[src/rtl/tmr_regif_pkg.sv]
package tmr_regif_pkg;

    typedef enum logic [1:0] {
        ACC_LATCH = 2'd0,
        ACC_LO    = 2'd1,
        ACC_HI    = 2'd2,
        ACC_WORD  = 2'd3
    } acc_e;

    typedef struct packed {
        acc_e       acc;
        logic [2:0] mode;
        logic       bcd;
    } chcfg_t;

    localparam logic [1:0] CTL_ADDR = 2'd3;
    localparam logic [1:0] RB_SEL   = 2'd3;

    function automatic logic [2:0] fold_mode(input logic [2:0] m);
        return (m[2:1] == 2'b11) ? {1'b0, m[1:0]} : m;
    endfunction

endpackage

[src/rtl/tmr_ctl_decode.sv]
module tmr_ctl_decode
    import tmr_regif_pkg::*;
#(
    parameter int NCH = 3
) (
    input  logic           ctl_we,
    input  logic [7:0]     wdata,
    output chcfg_t         cfg_new,
    output logic [NCH-1:0] cfg_we,
    output logic [NCH-1:0] cnt_req,
    output logic [NCH-1:0] sts_req
);
    logic [1:0] sel;
    acc_e       acc;
    logic       is_rb;

    always_comb begin
        sel   = wdata[7:6];
        acc   = acc_e'(wdata[5:4]);
        is_rb = (sel == RB_SEL);
        cfg_new.acc  = acc;
        cfg_new.mode = fold_mode(wdata[3:1]);
        cfg_new.bcd  = wdata[0];
    end

    for (genvar i = 0; i < NCH; i++) begin : g_dec
        logic hit;
        logic rb_hit;
        assign hit    = ctl_we && !is_rb && (sel == 2'(i));
        assign rb_hit = ctl_we && is_rb && wdata[i+1];
        assign cfg_we[i]  = hit && (acc != ACC_LATCH);
        assign cnt_req[i] = (hit && (acc == ACC_LATCH)) || (rb_hit && !wdata[5]);
        assign sts_req[i] = rb_hit && !wdata[4];
    end

endmodule

[src/rtl/tmr_chan_regs.sv]
module tmr_chan_regs
    import tmr_regif_pkg::*;
#(
    parameter int BW = 8
) (
    input  logic            clk,
    input  logic            rst_n,
    input  logic            cfg_we,
    input  chcfg_t          cfg_new,
    input  logic            cnt_req,
    input  logic            sts_req,
    input  logic            data_we,
    input  logic            data_re,
    input  logic [BW-1:0]   wbyte,
    input  logic [2*BW-1:0] live,
    input  logic            out_lvl,
    output chcfg_t          cfg,
    output logic [BW-1:0]   rbyte,
    output logic            load,
    output logic [2*BW-1:0] load_val,
    output logic            latch
);
    localparam int CW = 2 * BW;

    typedef struct packed {
        chcfg_t        cfg;
        logic          wr_hi;
        logic          rd_hi;
        logic [BW-1:0] lo_byte;
        logic          sts_pend;
        logic [7:0]    sts;
        acc_e          held;
        logic [CW-1:0] held_val;
        logic          load;
        logic [CW-1:0] load_val;
        logic          latch;
    } st_t;

    st_t st_d, st_q;
    logic [BW-1:0] rd_byte;

    always_comb begin
        st_d       = st_q;
        st_d.load  = 1'b0;
        st_d.latch = 1'b0;

        if (st_q.sts_pend) begin
            rd_byte = BW'(st_q.sts);
        end else if (st_q.held != ACC_LATCH) begin
            rd_byte = (st_q.held == ACC_HI) ? st_q.held_val[CW-1:BW] : st_q.held_val[BW-1:0];
        end else begin
            case (st_q.cfg.acc)
                ACC_HI:   rd_byte = live[CW-1:BW];
                ACC_WORD: rd_byte = st_q.rd_hi ? live[CW-1:BW] : live[BW-1:0];
                default:  rd_byte = live[BW-1:0];
            endcase
        end

        if (cfg_we) begin
            st_d.cfg   = cfg_new;
            st_d.wr_hi = 1'b0;
            st_d.rd_hi = 1'b0;
        end

        if (cnt_req && (st_q.held == ACC_LATCH)) begin
            st_d.held     = st_q.cfg.acc;
            st_d.held_val = live;
            st_d.latch    = 1'b1;
        end

        if (sts_req && !st_q.sts_pend) begin
            st_d.sts_pend = 1'b1;
            st_d.sts      = {out_lvl, 1'b0, st_q.cfg.acc, st_q.cfg.mode, st_q.cfg.bcd};
        end

        if (data_we) begin
            case (st_q.cfg.acc)
                ACC_HI: begin
                    st_d.load     = 1'b1;
                    st_d.load_val = {wbyte, BW'(0)};
                end
                ACC_WORD: begin
                    if (st_q.wr_hi) begin
                        st_d.load     = 1'b1;
                        st_d.load_val = {wbyte, st_q.lo_byte};
                        st_d.wr_hi    = 1'b0;
                    end else begin
                        st_d.lo_byte = wbyte;
                        st_d.wr_hi   = 1'b1;
                    end
                end
                default: begin
                    st_d.load     = 1'b1;
                    st_d.load_val = {BW'(0), wbyte};
                end
            endcase
        end

        if (data_re) begin
            if (st_q.sts_pend) begin
                st_d.sts_pend = 1'b0;
            end else if (st_q.held != ACC_LATCH) begin
                st_d.held = (st_q.held == ACC_WORD) ? ACC_HI : ACC_LATCH;
            end else if (st_q.cfg.acc == ACC_WORD) begin
                st_d.rd_hi = !st_q.rd_hi;
            end
        end
    end

    always_ff @(posedge clk) begin
        if (!rst_n) begin
            st_q          <= '0;
            st_q.cfg.acc  <= ACC_WORD;
            st_q.held     <= ACC_LATCH;
        end else begin
            st_q <= st_d;
        end
    end

    assign cfg      = st_q.cfg;
    assign rbyte    = rd_byte;
    assign load     = st_q.load;
    assign load_val = st_q.load_val;
    assign latch    = st_q.latch;

endmodule

[src/rtl/tmr_regif.sv]
module tmr_regif
    import tmr_regif_pkg::*;
#(
    parameter int NCH = 3,
    parameter int BW  = 8
) (
    input  logic                clk,
    input  logic                rst_n,
    input  logic                wr_en,
    input  logic                rd_en,
    input  logic [1:0]          addr,
    input  logic [BW-1:0]       wdata,
    output logic [BW-1:0]       rdata,
    input  logic [NCH*2*BW-1:0] ch_live,
    input  logic [NCH-1:0]      ch_out,
    output logic [NCH*3-1:0]    ch_mode,
    output logic [NCH-1:0]      ch_bcd,
    output logic [NCH-1:0]      ch_load,
    output logic [NCH*2*BW-1:0] ch_load_val,
    output logic [NCH-1:0]      ch_latch
);
    localparam int CW = 2 * BW;

    logic           wr_take;
    logic           rd_take;
    logic           ctl_we;
    chcfg_t         cfg_new;
    logic [NCH-1:0] cfg_we;
    logic [NCH-1:0] cnt_req;
    logic [NCH-1:0] sts_req;
    logic [BW-1:0]  ch_rd [NCH];

    assign wr_take = wr_en;
    assign rd_take = rd_en && !wr_en;
    assign ctl_we  = wr_take && (addr == CTL_ADDR);

    tmr_ctl_decode #(.NCH(NCH)) u_dec (
        .ctl_we  (ctl_we),
        .wdata   (wdata[7:0]),
        .cfg_new (cfg_new),
        .cfg_we  (cfg_we),
        .cnt_req (cnt_req),
        .sts_req (sts_req)
    );

    for (genvar i = 0; i < NCH; i++) begin : g_ch
        chcfg_t cfg;
        tmr_chan_regs #(.BW(BW)) u_ch (
            .clk      (clk),
            .rst_n    (rst_n),
            .cfg_we   (cfg_we[i]),
            .cfg_new  (cfg_new),
            .cnt_req  (cnt_req[i]),
            .sts_req  (sts_req[i]),
            .data_we  (wr_take && (addr == 2'(i))),
            .data_re  (rd_take && (addr == 2'(i))),
            .wbyte    (wdata),
            .live     (ch_live[i*CW +: CW]),
            .out_lvl  (ch_out[i]),
            .cfg      (cfg),
            .rbyte    (ch_rd[i]),
            .load     (ch_load[i]),
            .load_val (ch_load_val[i*CW +: CW]),
            .latch    (ch_latch[i])
        );
        assign ch_mode[i*3 +: 3] = cfg.mode;
        assign ch_bcd[i]         = cfg.bcd;
    end

    always_comb begin
        rdata = '0;
        for (int i = 0; i < NCH; i++) begin
            if (rd_take && (addr == 2'(i))) rdata = ch_rd[i];
        end
    end

endmodule

[config.mk]
export PLATFORM = sky130hd
export DESIGN_NAME = tmr_regif
export DESIGN_NICKNAME = d
export VERILOG_FILES = /design/src/rtl/tmr_regif_pkg.sv /design/src/rtl/tmr_ctl_decode.sv /design/src/rtl/tmr_chan_regs.sv /design/src/rtl/tmr_regif.sv
export SDC_FILE = /design/constraint.sdc
export NUM_CORES = 1
export LEC_CHECK = 0
export ABC_CLOCK_PERIOD_IN_PS = 1800
export BUFFER_PORTS_ARGS = -buffer_cell sky130_fd_sc_hd__buf_2
export CORE_MARGIN = 5
export CORE_UTILIZATION = 51
export DETAILED_ROUTE_END_ITERATION = 10
export MAX_ROUTING_LAYER = met4
export PLACE_DENSITY_LB_ADDON = 0.1
export SYNTH_ARGS = -nofsm -noshare
export SYNTH_HDL_FRONTEND = slang
export SYNTH_SLANG_ARGS = --single-unit
[constraint.sdc]
create_clock -name clk -period 1.8 [get_ports clk]
set_input_delay 0 -clock clk [delete_from_list [all_inputs] [get_ports clk]]
set_output_delay 0 -clock clk [all_outputs]
set_load 0.02 [all_outputs]
==> results of run 1 <==
## sequential cells by signal, indices dropped and copies added, names as in the netlist
| register | flops |
|---|---|
| g_ch.u_ch.cfg | 18 |
| g_ch.u_ch.st_q | 108 |
| g_ch.u_ch.load | 3 |
| g_ch.u_ch.load_val | 48 |
| g_ch.u_ch.latch | 3 |
## power by group through the flow
stage	sequential [uW]	combinational, uW	clock (uW)
4_1_cts	4070	798	3860
2_1_floorplan	4140	398	0
5_1_grt	4070	890	4010
6_report	4070	824	3790
3_3_place_gp	4160	660	0
3_5_place_dp	4160	660	0
## synthesized netlist by cell type (3+ instances only)
cell / number
or3_1: 3
nand2_1: 54
dfxtp_1: 180
a211oi_1: 24
nand3_1: 6
a21oi_1: 31
a221o_1: 13
nand4_1: 3
nand2b_1: 3
nor3_1: 27
mux2_2: 8
o21ai_0: 23
a31o_2: 7
buf_2: 9
a211o_1: 7
nor2_1: 176
a22oi_1: 25
inv_1: 13
a221oi_1: 7
o32a_1: 7
o21ai_1: 3
o311ai_1: 6
o21a_1: 12
a311oi_1: 9
nor2b_1: 25
mux2i_1: 94
buf_4: 68
clkbuf_1: 62
nor3b_1: 5
and3_1: 22
## worst min-delay path: stages
cell	delay [ns]
buf_2	0.10
buf_4	0.20
nand2_1	0.08
a21oi_1	0.05
## repair_timing
item	4_1_cts	5_1_grt
resized for setup	51	12
pin swaps	28	16
setup endpoints to repair	8	8
cloned	0	0
hold buffers	57	0
buffers inserted	3	1
hold endpoints to repair	68	0
## stage by stage
step / instance area [sq um] / setup TNS [ns] / utilization
6_report: 10700 / -1.50 / 0.651
5_1_grt: 10700 / -2.04 / 0.651
4_1_cts: 10600 / -1.37 / 0.646
3_5_place_dp: 9200 / -1.36 / 0.561
3_3_place_gp: 9200 / -1.36 / 0.561
2_1_floorplan: 8420 / 0 / -
## kinds of logic after synthesis
| group | after synthesis | share of synthesized area |
|---|---|---|
| mux | 102 | 0.123 |
| flops | 180 | 0.428 |
| buf+inv | 157 | 0.103 |
| compound gates | 188 | 0.164 |
| simple gates | 339 | 0.183 |
## metal layers
layer | vias up | share of wire | routed length [um] | track usage
met5 | - | 0 | 0 | -
met4 | 0 | 0.016 | 363 | 0.0707
met3 | 27 | 0.056 | 1280 | 0.0563
met2 | 192 | 0.47 | 10900 | 0.387
met1 | 3493 | 0.45 | 10400 | 0.315
li1 | 3625 | - | - | -
## cell type report
type	instances	area, sq um	area share
Antenna cell	1	2.50	0.000234
Tap cell	220	275	0.0258
Timing Repair Buffer	268	1940	0.181
Clock inverter	10	123	0.0115
Inverter	15	58.8	0.00551
Sequential cell	180	3610	0.338
Multi-Input combinational cell	629	4190	0.392
Clock buffer	22	484	0.0453
## worst paths after layout
check                                           start               endpoint  slack (ns)  depth (start not counted)
worst max-delay path            g_ch[1].u_ch.st_q[34]               rdata[7]       -0.22                          6
worst min-delay path                         wdata[7]  g_ch[0].u_ch.st_q[52]        0.06                          4
worst max register to register  g_ch[2].u_ch.st_q[34]  g_ch[2].u_ch.st_q[32]        0.27                          5
worst min register to register  g_ch[0].u_ch.st_q[49]  g_ch[0].u_ch.st_q[49]        0.47                          2
==> flow_summary.yaml, run 1 <==
critical_path:
  cp_top_family: "compound AO/OA/AOI/OAI gates"
  slowest_stage: "dfxtp_4"
  crit_buf_inv: 2
  critical_path.cell_chain: "buf_6 -> a221o_1 -> a221oi_4 -> a211o_1 -> o311ai_2 -> buf_4"
  critPathCaptureType: "primary output"
  slowest_delay_ns: 0.37
  startpoint_type: "flop"
  critical_path_peak_fanout: 7
  cp.arrival_ns: 2.02
  path_class: "reg -> out"
  worstPathRequired_ns: 1.80
finish:
  drive_gt1_frac: 0.268
  nNetsFinal: 1176
  mostFrequentLayoutCells: "dfxtp_1, nor2_1, buf_2, mux2i_1, buf_4"
  syn2layout_area_growth_pct: 26.9
  fin_cells: 1345
  n_fill_cell: 1426
  layout_commonest_cell: "dfxtp_1"
route:
  drc: 0
  vias: 7337
  viasPerCell: 5.46
  dr.first_iter.drc_count: 480
  wirelength_um: 22900
  wl_per_cell_um: 17.1
  ant_nets: 0
  drt-pass1-iter-count: 5
clocking:
  root_buffer: "clkbuf_16"
  numCtsBuffers: 17
  cts_tree: "built"
  clock_path_buffers: 2
  h-tree-depth: 4
  insertion_delay_ns: 0.43
  clock-sinks: 180
  cts.reportedPaths.clkPinSlew_ns: 0.07
power_and_ir_drop:
  leakagePower_uw: 0.00458
  power_frac_clock: 0.437
  netSwitchingFraction: 0.237
  share_seq_of_total_power: 0.468
  comb_power_share: 0.095
  p_switching_uw: 2060
  internal_power_uw: 6630
  ir_drop_mv: 0.710
  power_density_mw_per_mm2: 813
  power_uw: 8680
place:
  place_inst: 1252
  portBuffers: 138
  pre_cts_ws_ns: -0.197
  hpwlAfterDp_um: 15900
  gp_congestion: 0.885
run_status:
  status: "complete, but fails checks"
  violations: "negative setup slack"
synth:
  ys_types: 55
  yosysSeqAreaShare: 0.428
  yosysWarnings: 0
  synth_area_sq_mm: 0.00842
  synth_edf_count: 0
  synth_ff_type: "dfxtp_1"
  synthCells: 966
  synthTopCellsByArea: "dfxtp_1, mux2i_1, nor2_1"
  synth_top_cell_by_area: "dfxtp_1"
  avgSynthCellArea_sq_um: 8.71
  synth_seq_cells: 180
  ys_async_sr_fraction: 0
  syn_nets: 1031
  yosysTopAreaCellShare: 0.428
sta:
  tightest_slew_ns: 0.664
  fmax_ghz: 0.495
  rsz0062_at_grt: "true"
  slew_headroom: 0.553
  hold_violations: 0
  setup_viol: 8
  worst_slack_ns: -0.219
  fin_worst_skew_ns: 0.0100
  layout_min_cycle_time_ns: 2.02
  fin_hold_ws_ns: 0.0626
  finalCritPeriodShare: 1.12
  slew_viol_final: 0
floorplan:
  start_util: 0.513
  die_width_um: 138
  pin_count: 139
  rows: 47
  die-area_sq_mm: 0.0192
  core-area_sq_mm: 0.0164
  die_h_um: 138
global_routing:
  grt_pass1_vias: 7136
  grt_max_degree: 51
  grt_pass1_wl_um: 37400
  grt_overflow: 0
  grtUsageTotal: 0.245
  grt_antenna_before_repair: 1
flow_run:
  maxCapViolations: 0
min_path:
  hold_path_class: "in -> reg"
No activity file was read; power rests on OpenSTA's default activity.
==> run 2, diff against run 1 <==
GPL_TIMING_DRIVEN = 0   (was not set)
REMOVE_ABC_BUFFERS = 1   (was not set)
==> run 2 against run 1 <==
The run still ends with negative setup slack left. Die area stayed put. Clock skew is 0.0026 ns lower. Largest power group unchanged. First-iteration DRC count is 1.5% lower. Via count is 2.0% lower. Cell area is 3.2% lower.
==> flow_summary.yaml, run 2 (same netlist as run 1, synthesis figures left out) <==
global_routing:
  grtUsageTotal: 0.240
  grt_pass1_wl_um: 36800
  grt_max_degree: 106
  grt_pass1_vias: 6805
  grt_overflow: 0
  grt_antenna_before_repair: 0
sta:
  layout_min_cycle_time_ns: 2.02
  rsz0062_at_grt: "true"
  worst_slack_ns: -0.219
  setup_viol: 8
  fmax_ghz: 0.495
  tightest_slew_ns: 0.781
  hold_violations: 0
  slew_viol_final: 0
  slew_headroom: 0.474
  fin_worst_skew_ns: 0.00745
  finalCritPeriodShare: 1.12
floorplan:
  pin_count: 139
  die-area_sq_mm: 0.0192
  core-area_sq_mm: 0.0164
  start_util: 0.513
  die_width_um: 138
  die_h_um: 138
  rows: 47
min_path:
  worst_hold_startpoint: "wdata[2]"
  hold_path_class: "in -> reg"
finish:
  syn2layout_area_growth_pct: 22.9
  nNetsFinal: 1124
  mostFrequentLayoutCells: "nor2_1, dfxtp_1, buf_2, mux2i_1, dlygate4sd3_1"
  drive_gt1_frac: 0.250
  multiInputGateArea_sq_mm: 0.00427
  largest_reg_flops: 108
  seqCellArea_sq_mm: 0.00365
  n_fill_cell: 1418
  layout_commonest_cell: "nor2_1"
  regMostFlops: "g_ch.u_ch.st_q"
  n_antenna_cell: 0
  fin_cells: 1290
  design_area_sq_mm: 0.0103
critical_path:
  critical_path_peak_fanout: 8
  path_class: "reg -> out"
  crit_buf_inv: 2
  slowest_stage: "dfxtp_4"
  worstPathRequired_ns: 1.80
  critical_path.cell_chain: "a21boi_4 -> buf_12 -> mux2_2 -> a211oi_2 -> o311ai_2 -> buf_4"
  cp.arrival_ns: 2.02
  crit_start: "g_ch[2].u_ch.cfg[5]"
  critPathCaptureType: "primary output"
  slowest_delay_ns: 0.35
  r2r_start: "g_ch[0].u_ch.st_q[35]"
  startpoint_type: "flop"
  cp_top_family: "compound AO/OA/AOI/OAI gates"
place:
  post_dp_cell_area_sq_mm: 0.00862
  hpwlAfterDp_um: 13800
  portBuffers: 138
  gp_congestion: 0.796
  place_inst: 1183
clocking:
  numCtsBuffers: 17
  clock-sinks: 180
  cts.reportedPaths.clkPinSlew_ns: 0.07
  h-tree-depth: 4
  clock_path_buffers: 2
  cts_tree: "built"
  root_buffer: "clkbuf_16"
  insertion_delay_ns: 0.43
route:
  wirelength_um: 22800
  wl_per_cell_um: 17.7
  viasPerCell: 5.57
  drt-pass1-iter-count: 4
  dr.first_iter.drc_count: 473
  ant_nets: 0
  drc: 0
  vias: 7188
run_status:
  status: "complete, but fails checks"
  violations: "negative setup slack"
power_and_ir_drop:
  leakagePower_uw: 0.00432
  power_density_mw_per_mm2: 838
  ir_drop_mv: 0.700
flow_run:
  maxCapViolations: 0
[run 2: cell types whose count changed in the layout (fill, tap and decap cells not counted), sizes merged]
cell         delta
bufinv          +1
inv             -1
diode           -1
dlygate4sd3     -3
or3             +1
buf            -50
clkinv          -2
[run 2: timing repair]
item	4_1_cts	5_1_grt
hold endpoints to repair	60	0
cloned	1	0
buffers inserted	14	9
pin swaps	10	18
hold buffers	54	0
setup endpoints to repair	152	24
resized for setup	63	33
[run 2: worst min-delay path, cell delays in order]
cell	delay (ns)
buf_2	0.23
nand2_1	0.10
a21oi_1	0.05
[run 2: per-stage QoR]
stage,total power (uW),TNS [ns],utilization,hold slack (ns),setup WS [ns]
after floorplan,4470,-173.64,-,0.117,-1.06
after detailed placement,4750,-77.16,0.526,0.247,-0.774
after CTS,8670,-2.12,0.616,0.00282,-0.324
final,8660,-1.53,0.630,0.0158,-0.219
after global routing,8940,-2.07,0.630,0.0241,-0.302
after global placement,4740,-493.62,0.523,0.239,-2.93
[run 2: layout make-up]
class,count,area share
clock buffer,22,0.0459
clock inverter,8,0.0122
inverter,15,0.00593
multi-input combinational,630,0.413
sequential,180,0.353
tap,220,0.0266
timing repair buffer,215,0.144
[run 2: layer usage]
| layer | GRT usage | wire [um] | vias to the layer above | part of all wire |
|---|---|---|---|---|
| met2 | 0.376 | 10900 | 208 | 0.48 |
| met4 | 0.0728 | 335 | 0 | 0.015 |
| li1 | - | - | 3511 | - |
| met5 | - | 0 | - | 0 |
| met3 | 0.0421 | 1190 | 28 | 0.052 |
| met1 | 0.320 | 10400 | 3441 | 0.46 |
[run 2: power breakdown]
part	total, uW	leakage, uW	internal [uW]	switching (uW)
clock network	3830	0.000284	2280	1540
registers	4070	0.00146	4020	45.9
logic	771	0.00258	351	419
[run 2: path summary, 6_finish.rpt]
path	to	slack, ns	cells after the start
hold reg to reg	g_ch[0].u_ch.st_q[50]	0.48	2
setup reg to reg	g_ch[0].u_ch.st_q[34]	0.11	4
hold / removal	g_ch[0].u_ch.st_q[47]	0.02	3
setup / recovery	rdata[0]	-0.22	6
==> run 3, diff against run 2 <==
PLACE_DENSITY = 0.76   (was not set)
PLACE_DENSITY_LB_ADDON = not set   (was 0.1)
==> run 3 against run 2 <==
The run still ends with negative setup slack left. Die area stayed put. Via count rose by 0.99%. Clock skew increased by 0.0045 ns. Sequential power is essentially flat. First-iteration DRC count increased by 9.1%. Sequential share of layout area is 0.18 points higher. Worst setup slack lost 0.11 ns.
==> flow_summary.yaml, run 3 (same netlist as run 1, synthesis figures left out) <==
clocking:
  insertion_delay_ns: 0.43
  clock-sinks: 180
  clock_path_buffers: 2
  numCtsBuffers: 17
  root_buffer: "clkbuf_16"
  cts_tree: "built"
  h-tree-depth: 4
  cts.reportedPaths.clkPinSlew_ns: 0.07
global_routing:
  grt_antenna_before_repair: 1
  grt_pass1_wl_um: 36500
  grtUsageTotal: 0.238
  grt_overflow: 0
  grt_max_degree: 92
  grt_pass1_vias: 7051
run_status:
  violations: "negative setup slack"
  status: "complete, but fails checks"
power_and_ir_drop:
  power_density_mw_per_mm2: 833
  ir_drop_mv: 0.689
  power_uw: 8580
  leakagePower_uw: 0.00433
min_path:
  hold_path_class: "in -> reg"
finish:
  design_area_sq_mm: 0.0103
  layout_commonest_cell: "nor2_1"
  syn2layout_area_growth_pct: 22.3
  largest_reg_flops: 108
  regMostFlops: "g_ch.u_ch.st_q"
  fin_cells: 1289
  nNetsFinal: 1122
  mostFrequentLayoutCells: "nor2_1, dfxtp_1, buf_2, mux2i_1, dlygate4sd3_1"
  drive_gt1_frac: 0.247
place:
  post_dp_cell_area_sq_mm: 0.00862
  place_inst: 1184
  portBuffers: 138
  gp_congestion: 0.852
  hpwlAfterDp_um: 14200
critical_path:
  crit_buf_inv: 3
  cp.arrival_ns: 2.13
  startpoint_type: "flop"
  cp_top_family: "compound AO/OA/AOI/OAI gates"
  path_class: "reg -> out"
  endpoint: "rdata[3]"
  crit_start: "g_ch[2].u_ch.st_q[53]"
  slowest_stage: "dfxtp_2"
  r2r_start: "g_ch[2].u_ch.st_q[35]"
  critPathCaptureType: "primary output"
  rr_endpoint: "g_ch[2].u_ch.st_q[20]"
  reg2reg_depth: 5
  r2r_slack_ns: 0.07
  worstPathRequired_ns: 1.80
  critical_path_peak_fanout: 5
  slowest_delay_ns: 0.33
  path_depth: 7
  critical_path.cell_chain: "inv_2 -> a21boi_4 -> buf_6 -> mux2_4 -> a211oi_2 -> o311ai_1 -> buf_2"
route:
  wirelength_um: 22900
  drc: 0
  dr.first_iter.drc_count: 516
  wl_per_cell_um: 17.7
  vias: 7259
  viasPerCell: 5.63
  drt-pass1-iter-count: 5
  ant_nets: 0
floorplan:
  rows: 47
  die-area_sq_mm: 0.0192
  core-area_sq_mm: 0.0164
  die_h_um: 138
  start_util: 0.513
  pin_count: 139
  die_width_um: 138
sta:
  layout_min_cycle_time_ns: 2.13
  tightest_slew_ns: 0.780
  fin_worst_skew_ns: 0.0120
  setup_viol: 8
  hold_violations: 0
  worst_slack_ns: -0.326
  fmax_ghz: 0.470
  rsz0062_at_grt: "true"
  slew_viol_final: 0
  finalCritPeriodShare: 1.18
  slew_headroom: 0.480
flow_run:
  maxCapViolations: 0
run 3: worst min path at each step:
stage	start	to	slack [ns]	depth (start not counted)
3_3_place_gp	ch_out[1]	g_ch[1].u_ch.st_q[43]	0.24	3
5_1_grt	wdata[1]	g_ch[0].u_ch.st_q[46]	0.02	3
3_5_place_dp	ch_out[1]	g_ch[1].u_ch.st_q[43]	0.25	3
4_1_cts	wdata[1]	g_ch[0].u_ch.st_q[46]	0.004	3
2_1_floorplan	rst_n	g_ch[0].u_ch.st_q[54]	0.12	1
6_report	wdata[1]	g_ch[0].u_ch.st_q[46]	0.01	3
run 3: worst reg2reg max path: cells and delay by family (launching register included):
family / cells / cell delay [ns]
simple gates: 3 / 0.78
buf+inv: 1 / 0.18
flops: 1 / 0.40
mux: 1 / 0.24
run 3: area by class of cell:
type,instances,area [sq um]
diodes,1,2.50
clock buffers,20,447
clock inverters,10,134
fillers,1370,6110
inverters,15,61.3
multi-input cells,630,4260
flip-flops and latches,180,3650
well taps,220,275
repair buffers,213,1470
run 3: stage by stage:
stage	hold slack [ns]	TNS, ns	util	setup WS [ns]
after detailed placement	0.251	-73.25	0.526	-0.806
after global placement	0.242	-474.44	0.523	-2.81
final	0.00999	-2.28	0.627	-0.326
after global routing	0.0236	-2.72	0.627	-0.370
after CTS	0.00356	-2.46	0.611	-0.371
after floorplan	0.117	-173.64	-	-1.06
run 3: what timing repair did:
item                                   CTS  global route
buffers inserted                        10            10
hold buffers                            54             0
setup endpoints to repair              150            50
cloned                                   1             0
resized for setup                       59            43
endpoints found under the hold margin   60             0
pin swaps                                5            22
run 3: power by group:
| group | internal (uW) | switching, uW |
|---|---|---|
| Sequential | 4020 | 45.7 |
| Clock | 2200 | 1550 |
| Combinational | 348 | 418 |
run 3: metal layers:
metal,global-route usage,share of wire,vias to the layer above
met5,-,0,-
met2,0.381,0.49,215
met4,0.0754,0.020,0
met1,0.306,0.44,3504
li1,-,-,3508
met3,0.0466,0.051,32
